### src/rtl/mpoc_pkg.sv
package mpoc_pkg;

    localparam int CNT_W    = 16;
    localparam int BYTE_W   = 8;
    localparam int ADDR_W   = 3;
    localparam int FLAG_BIT = 7;

    typedef enum logic [ADDR_W-1:0] {
        OFS_CMP_HI = 3'd0,
        OFS_CMP_LO = 3'd1,
        OFS_SEL    = 3'd2,
        OFS_LVL    = 3'd3,
        OFS_FLAG   = 3'd4
    } reg_ofs_e;

endpackage

### src/rtl/mpoc_regs.sv
module mpoc_regs
    import mpoc_pkg::*;
#(
    parameter int NPIN = 5,
    parameter logic [CNT_W-1:0] RST_CMP = 16'hFFFF
) (
    input  logic              clk,
    input  logic              rst_n,
    input  logic              wr_en,
    input  logic [ADDR_W-1:0] addr,
    input  logic [BYTE_W-1:0] wdata,
    input  logic              fire,
    output logic [CNT_W-1:0]  cmp_val,
    output logic [NPIN-1:0]   sel_vec,
    output logic [NPIN-1:0]   lvl_vec,
    output logic              flag,
    output logic [BYTE_W-1:0] rdata
);

    localparam int TOP = BYTE_W - 1;

    typedef struct packed {
        logic [BYTE_W-1:0] hold;
        logic [CNT_W-1:0]  cmp;
        logic [NPIN-1:0]   sel;
        logic [NPIN-1:0]   lvl;
        logic              flag;
    } regs_t;

    regs_t q, d;

    // Next state: writes first, then an event may set the flag.
    // The event is applied last so that it wins over a clear on the same edge.
    always_comb begin
        d = q;
        if (wr_en) begin
            case (reg_ofs_e'(addr))
                OFS_CMP_HI: d.hold = wdata;
                OFS_CMP_LO: d.cmp  = {q.hold, wdata};
                OFS_SEL:    d.sel  = wdata[TOP -: NPIN];
                OFS_LVL:    d.lvl  = wdata[TOP -: NPIN];
                OFS_FLAG:   if (wdata[FLAG_BIT]) d.flag = 1'b0;
                default:    ;
            endcase
        end
        if (fire) d.flag = 1'b1;
    end

    always_ff @(posedge clk or negedge rst_n) begin
        if (!rst_n) begin
            q.hold <= RST_CMP[CNT_W-1 -: BYTE_W];
            q.cmp  <= RST_CMP;
            q.sel  <= '0;
            q.lvl  <= '0;
            q.flag <= 1'b0;
        end else begin
            q <= d;
        end
    end

    // Readback. Bits that are not implemented stay zero.
    always_comb begin
        rdata = '0;
        case (reg_ofs_e'(addr))
            OFS_CMP_HI: rdata = q.cmp[CNT_W-1 -: BYTE_W];
            OFS_CMP_LO: rdata = q.cmp[BYTE_W-1:0];
            OFS_SEL:    rdata[TOP -: NPIN] = q.sel;
            OFS_LVL:    rdata[TOP -: NPIN] = q.lvl;
            OFS_FLAG:   rdata[FLAG_BIT] = q.flag;
            default:    rdata = '0;
        endcase
    end

    assign cmp_val = q.cmp;
    assign sel_vec = q.sel;
    assign lvl_vec = q.lvl;
    assign flag    = q.flag;

endmodule

### src/rtl/mpoc_match.sv
module mpoc_match
    import mpoc_pkg::*;
(
    input  logic             clk,
    input  logic             rst_n,
    input  logic [CNT_W-1:0] count,
    input  logic [CNT_W-1:0] cmp_val,
    output logic             fire
);

    typedef struct packed {
        logic eq_prev;
    } match_t;

    match_t q, d;
    logic   eq;

    // A match fires only on its first cycle, so a stalled count cannot refire.
    always_comb begin
        eq        = (count == cmp_val);
        fire      = eq & ~q.eq_prev;
        d         = q;
        d.eq_prev = eq;
    end

    always_ff @(posedge clk or negedge rst_n) begin
        if (!rst_n) q <= '0;
        else        q <= d;
    end

endmodule

### src/rtl/mpoc_pins.sv
module mpoc_pins #(
    parameter int NPIN = 5
) (
    input  logic            clk,
    input  logic            rst_n,
    input  logic            fire,
    input  logic [NPIN-1:0] sel_vec,
    input  logic [NPIN-1:0] lvl_vec,
    output logic [NPIN-1:0] pin_out,
    output logic [NPIN-1:0] pin_ovr
);

    typedef struct packed {
        logic [NPIN-1:0] lvl;
        logic [NPIN-1:0] drv;
    } pins_t;

    pins_t q, d;

    // One slice per pin. An event loads the level only where the pin is selected.
    // The driven bit remembers that this channel has owned the pin since it was selected.
    for (genvar i = 0; i < NPIN; i++) begin : g_pin
        always_comb begin
            d.lvl[i] = (fire && sel_vec[i]) ? lvl_vec[i] : q.lvl[i];
            d.drv[i] = sel_vec[i] & (q.drv[i] | fire);
        end
        assign pin_ovr[i] = sel_vec[i] & q.drv[i];
    end

    always_ff @(posedge clk or negedge rst_n) begin
        if (!rst_n) q <= '0;
        else        q <= d;
    end

    assign pin_out = q.lvl;

endmodule

### src/rtl/mpoc_top.sv
module mpoc_top
    import mpoc_pkg::*;
#(
    parameter int NPIN = 5,
    parameter logic [CNT_W-1:0] RST_CMP = 16'hFFFF
) (
    input  logic              clk,
    input  logic              rst_n,
    input  logic              wr_en,
    input  logic [ADDR_W-1:0] addr,
    input  logic [BYTE_W-1:0] wdata,
    output logic [BYTE_W-1:0] rdata,
    input  logic [CNT_W-1:0]  count,
    output logic [NPIN-1:0]   pin_out,
    output logic [NPIN-1:0]   pin_ovr,
    output logic              match_flag
);

    logic [CNT_W-1:0] cmp_val;
    logic [NPIN-1:0]  sel_vec;
    logic [NPIN-1:0]  lvl_vec;
    logic             fire;

    mpoc_regs #(.NPIN(NPIN), .RST_CMP(RST_CMP)) u_regs (
        .clk     (clk),
        .rst_n   (rst_n),
        .wr_en   (wr_en),
        .addr    (addr),
        .wdata   (wdata),
        .fire    (fire),
        .cmp_val (cmp_val),
        .sel_vec (sel_vec),
        .lvl_vec (lvl_vec),
        .flag    (match_flag),
        .rdata   (rdata)
    );

    mpoc_match u_match (
        .clk     (clk),
        .rst_n   (rst_n),
        .count   (count),
        .cmp_val (cmp_val),
        .fire    (fire)
    );

    mpoc_pins #(.NPIN(NPIN)) u_pins (
        .clk     (clk),
        .rst_n   (rst_n),
        .fire    (fire),
        .sel_vec (sel_vec),
        .lvl_vec (lvl_vec),
        .pin_out (pin_out),
        .pin_ovr (pin_ovr)
    );

endmodule

### config.mk
export PLATFORM = sky130hd
export DESIGN_NAME = mpoc_top
export DESIGN_NICKNAME = d
export VERILOG_FILES = /design/src/rtl/mpoc_pkg.sv /design/src/rtl/mpoc_regs.sv /design/src/rtl/mpoc_match.sv /design/src/rtl/mpoc_pins.sv /design/src/rtl/mpoc_top.sv
export SDC_FILE = /design/constraint.sdc
export NUM_CORES = 1
export LEC_CHECK = 0
export BUFFER_PORTS_ARGS = -buffer_cell sky130_fd_sc_hd__buf_2
export CORE_MARGIN = 10
export CORE_UTILIZATION = 54
export DETAILED_ROUTE_END_ITERATION = 10
export MAX_ROUTING_LAYER = met4
export PLACE_DENSITY = 0.81
export SYNTH_ARGS = -nofsm -noshare
export SYNTH_HDL_FRONTEND = slang
export SYNTH_SLANG_ARGS = --single-unit
### constraint.sdc
create_clock -name clk -period 2.1 [get_ports clk]
set_input_delay 0.42 -clock clk [delete_from_list [all_inputs] [get_ports clk]]
set_output_delay 0.42 -clock clk [all_outputs]
set_load 0.03 [all_outputs]
**Word-level counts from Yosys, hierarchy flattened**

Index checks and enable logic that the tools add are counted.

- Eq/ne operators: 5
- Muxes and demuxes: 7
- Bitwise operators: 17
- Reduce and logical (&&, ||, !) cells: 14

Operator list:

| operator | number |
|---|---|
| == test 16 bit | 1 |
| one-hot mux 4 bit (4 select lines) | 1 |
| AND 1 bit | 11 |
| AND reduction 2 bit | 4 |
| == test 3 x 2 -> 1 bit, second input constant | 2 |
| one-hot mux 3 bit (2 select lines) | 1 |
| nonzero test 2 bit | 3 |
| logical AND 1 bit | 5 |
| OR 1 bit | 5 |
| one-hot mux 1 bit (5 select lines) | 1 |
| 2-to-1 mux 1 bit | 4 |
| == test 3 x 1 -> 1 bit, second input constant | 1 |
| == test 3 bit, second input constant | 1 |
| zero test 3 bit | 1 |
| AND reduction 3 bit | 1 |
| inverter 1 bit | 1 |

- Register bits after elaboration: 46
- Input port bits: 30
- Logic and storage cells: 55

**Depth between registers and ports, before layout**

- Depth in word-level cells: 4
- Mapped depth: 5
- Depth with buffers taken out: 5

**Hierarchy**

From an unflattened synthesis, not the netlist that was laid out.

- Cell total of the unflattened synthesis: 189
- Area, all modules: 2,539.9 µm²

Modules (own cells, without submodules):

| module | instances | cells each | area each (µm²) |
|---|---|---|---|
| mpoc_regs | 1 | 130 | 1,869.3 |
| mpoc_pins | 1 | 36 | 461.7 |
| mpoc_match | 1 | 23 | 209.0 |

**Worst setup path before layout**

OpenSTA, ideal clock, no wires.

- Path kind: input to output
- Start: input port addr[1]
- End: output port rdata[7]
- Data arrival time: 1,595 ps
- Required time: 1,680 ps
- Slack: 85 ps
- Stages on the path: 3
- Path buffers: 2
- Cell sequence: clkbuf_1 -> buf_2 -> o32ai_1

- Word-level cells in the longest chain between the ends: 2

Ends and longest elaborated chain:

| what | line | source |
|---|---|---|
| start: declaration | mpoc_top.sv:10 | `input logic [ADDR_W-1:0] addr,` |
| == test 3 bit, or another cell as far along | mpoc_regs.sv:64 | `case (reg_ofs_e'(addr))` |
| one-hot mux 1 bit (5 select lines) (*) | mpoc_regs.sv:64 |  |
| end: declaration | mpoc_top.sv:12 | `output logic [BYTE_W-1:0] rdata,` |

Every way passes the cells marked *; elsewhere a longest branch is shown, timed or not.

**Final worst setup path**

- Start: register u_regs.q (netlist bit u_regs.sel_vec[4])
- End: output port rdata[7]

- Word-level cells in the longest chain between the ends: 1

Ends and longest elaborated chain:

| what | line | source |
|---|---|---|
| start: declaration | mpoc_regs.sv:30 | `regs_t q, d;` |
| one-hot mux 1 bit (5 select lines) | mpoc_regs.sv:64 |  |

Every way passes these cells.

==> flow_summary.yaml <==
worst_setup_path:
  worstPathArrival_ns: 1.55
  cpLargestDelayFamily: "multiplexers"
  worstPathRequired_ns: 1.68
  cp_slowest_cell: "mux4_2"
  critPathMaxStageDelay_ns: 0.49
  startpoint_type: "register"
  crit_fanout: 5
  crit_path_cell_trace: "mux4_2 -> inv_1 -> o32ai_1 -> buf_2"
  path_buf_inv: 2
  critPathCaptureType: "output pin"
  crit_type: "reg -> out"
placement:
  place.gp.congestion: 0.7996
  dp_cells: 253
  dp_slack_ns: 0.1587
  io_buffers: 48
  hpwl_microns: 4038
  dpl_cell_area_sq_um: 2536
power:
  combPwrFrac: 0.226
  p_sw_mw: 0.6422
  p_seq_frac: 0.558
  power.density_nw_per_um2: 890.0
  power_leakage_nw: 1.165
  clkPwrFrac: 0.216
  power_mw: 2.329
  p_sw_frac: 0.2758
  p_int_mw: 1.686
  vdd_drop_max_mv: 0.7130
synthesis:
  syn-num-nets: 189
  ys_seq_elements: 46
  yosysTopAreaCell: "dfstp_2"
  synth_cells: 159
  synth_compound_area_frac: 0.02393
  synth_xor_area_frac: 0.06233
  synth-adder-area-share: 0
  synth.distinct_cells: 26
  yosysSeqAreaShare: 0.5253
  yosys_warnings: 0
  synth-simple-area-share: 0.1013
  synth_top_area_share: 0.2805
  avgSynthCellArea_sq_um: 14.14
  synthTopCellsByArea: "dfstp_2 28%, dfrtp_1 24%, mux2_2 17%"
  synth_area_sq_um: 2248
  synth.area.mux_share: 0.2588
  synth_top_family_by_area: "multiplexers"
routing:
  drc: 0
  vias: 1440
  vias_per_cell: 5.517
  ant_nets: 0
  wl_per_cell_microns: 19.51
  drtIter0Drc: 121
  routed_wl_microns: 5091
  dr.pass1.iters: 4
sta:
  max_freq_ghz: 0.5082
  finalCriticalPeriod_ns: 1.968
  worstMarginPinSlew_ns: 0.5039
  rsz0062_at_grt: "no"
  setup_viol: 0
  finalHoldViolCount: 0
  finalCritPeriodShare: 0.9370
  fin_skew_ns: 0.006119
  worst_slack_ns: 0.1324
  fin_tns_setup_ns: 0
  slew_headroom: 0.6626
  finalMaxSlewViolations: 0
grt:
  antenna_found_initial: 0
  grt_max_degree: 24
  overflow: 0
  grt_pass1_wl_microns: 8507
  grt_pass1_vias: 1667
  grt_usage: 0.1510
cells_and_area:
  final_area_sq_um: 2616
  fin_cells: 261
  final_common_cell: "buf_2"
  syn_to_final_growth_pct: 16.36
  final_nets: 240
  n_antenna_cell: 0
  drive_above_1_share: 0.5972
  layout_common_cells: "48 x buf_2, 34 x mux2_2, 24 x dfstp_2, 22 x dfrtp_1, 16 x xnor2_1"
floorplanning:
  initial_core_util: 0.5581
  pin_count: 49
  dieArea_sq_um: 7144
  die_x_microns: 84.53
  fp-row-count: 23
  design.core.area_sq_um: 4029
  die_h_microns: 84.53
clocking:
  cts_setup_buffers: 0
  cts_tree: "done"
  clockBufferDepth: 2
  htreeDepth: 2
  clkSinkCount: 46
  cts-resized-gates: 0
  cts_buffers: 5
  clock-root-buffer: "clkbuf_8"
  hold_buffers: 0
  insertion_delay_ns: 0.29
  path_clk_slew_ns: 0.08
worst_hold_path:
  hold_class: "in -> async"
run:
  drv_cap: 0
outcome:
  status: "finished clean"
==> Yosys cell counts <==
| library cell | n |
|---|---|
| xnor2_1 | 16 |
| mux4_2 | 5 |
| mux2i_1 | 3 |
| o21a_1 | 5 |
| nand2_1 | 3 |
| dfrtp_1 | 22 |
| and2_1 | 5 |
| nand2b_1 | 2 |
| nor3_1 | 3 |
| nor2b_1 | 4 |
| o31ai_1 | 1 |
| dfstp_2 | 24 |
| mux2_2 | 34 |
| nand3b_1 | 5 |
| nor4_4 | 1 |
| clkbuf_1 | 2 |
| mux2_1 | 5 |
| o32ai_1 | 1 |
| buf_2 | 3 |
| nor3_2 | 2 |
| nand4b_1 | 1 |
| nand4_1 | 4 |
| inv_1 | 1 |
| nor3b_2 | 1 |
| and2b_1 | 1 |
| buf_4 | 5 |
==> registers in the layout, summed over array words and instances (netlist names) <==
| register | count |
|---|---|
| u_regs.sel_vec | 5 |
| u_regs.lvl_vec | 5 |
| u_match.q | 1 |
| u_regs.cmp_val | 16 |
| u_pins.pin_out | 5 |
| u_pins.q | 5 |
| u_regs.q | 8 |
| u_regs.flag | 1 |
==> area by class of cell <==
cell class	count	area, sq um
Clock buffer	8	80.08
Fill cell	330	1413
Sequential cell	46	1181
Timing Repair Buffer	54	285.3
Inverter	1	3.754
Multi-Input combinational cell	102	1003
Tap cell	50	62.56
==> power by group through the flow <==
stage                     sequential (mW)  combinational [mW]  clock [mW]
after floorplan                      1.26               0.401           0
after global placement               1.30               0.508           0
after detailed placement             1.32               0.532           0
after CTS                            1.30               0.534       0.517
after global routing                 1.32               0.578       0.553
final                                1.30               0.527       0.503
==> cell families (layout without fill, tap and decap cells) <==
kind of cell / Yosys count / after routing
mux: 47 / 47
buf+inv: 11 / 63
flops: 46 / 46
xor+xnor: 16 / 16
simple gates: 32 / 32
compound gates: 7 / 7
==> per-layer routing <==
metal,routed length [microns],share of wire,vias to the layer above,track usage
li1,-,-,668,-
met1,2137,0.42,735,0.1625
met2,2711,0.53,32,0.2670
met3,189,0.037,5,0.03382
met4,52,0.010,0,0.04940
met5,0,0,-,-
==> worst paths after layout <==
check	depth (start not counted)	slack, ns	start	endpoint
hold reg to reg	1	0.50	u_pins.q[2]$_DFF_PN0_	u_pins.q[2]$_DFF_PN0_
hold / removal	1	0.08	rst_n	u_pins.pin_out[2]$_DFFE_PN0P_
min in group clk	2	0.37	wdata[1]	u_regs.cmp_val[1]$_DFFE_PN1P_
setup reg to reg	5	0.17	u_regs.cmp_val[6]$_DFFE_PN1P_	u_pins.pin_out[0]$_DFFE_PN0P_
max in group asynchronous	2	1.37	rst_n	u_regs.cmp_val[13]$_DFFE_PN1P_
setup / recovery	4	0.13	u_regs.sel_vec[4]$_DFFE_PN0P_	rdata[7]
==> metrics by stage <==
step                      hold slack (ns)  utilization
after CTS                         0.09146       0.6494
after global placement             0.4046       0.6295
after detailed placement           0.4112       0.6295
final                             0.08226       0.6494
after floorplan                    0.1244            -
after global routing               0.1114       0.6494
Note: power is estimated with default switching activity, not from simulation.
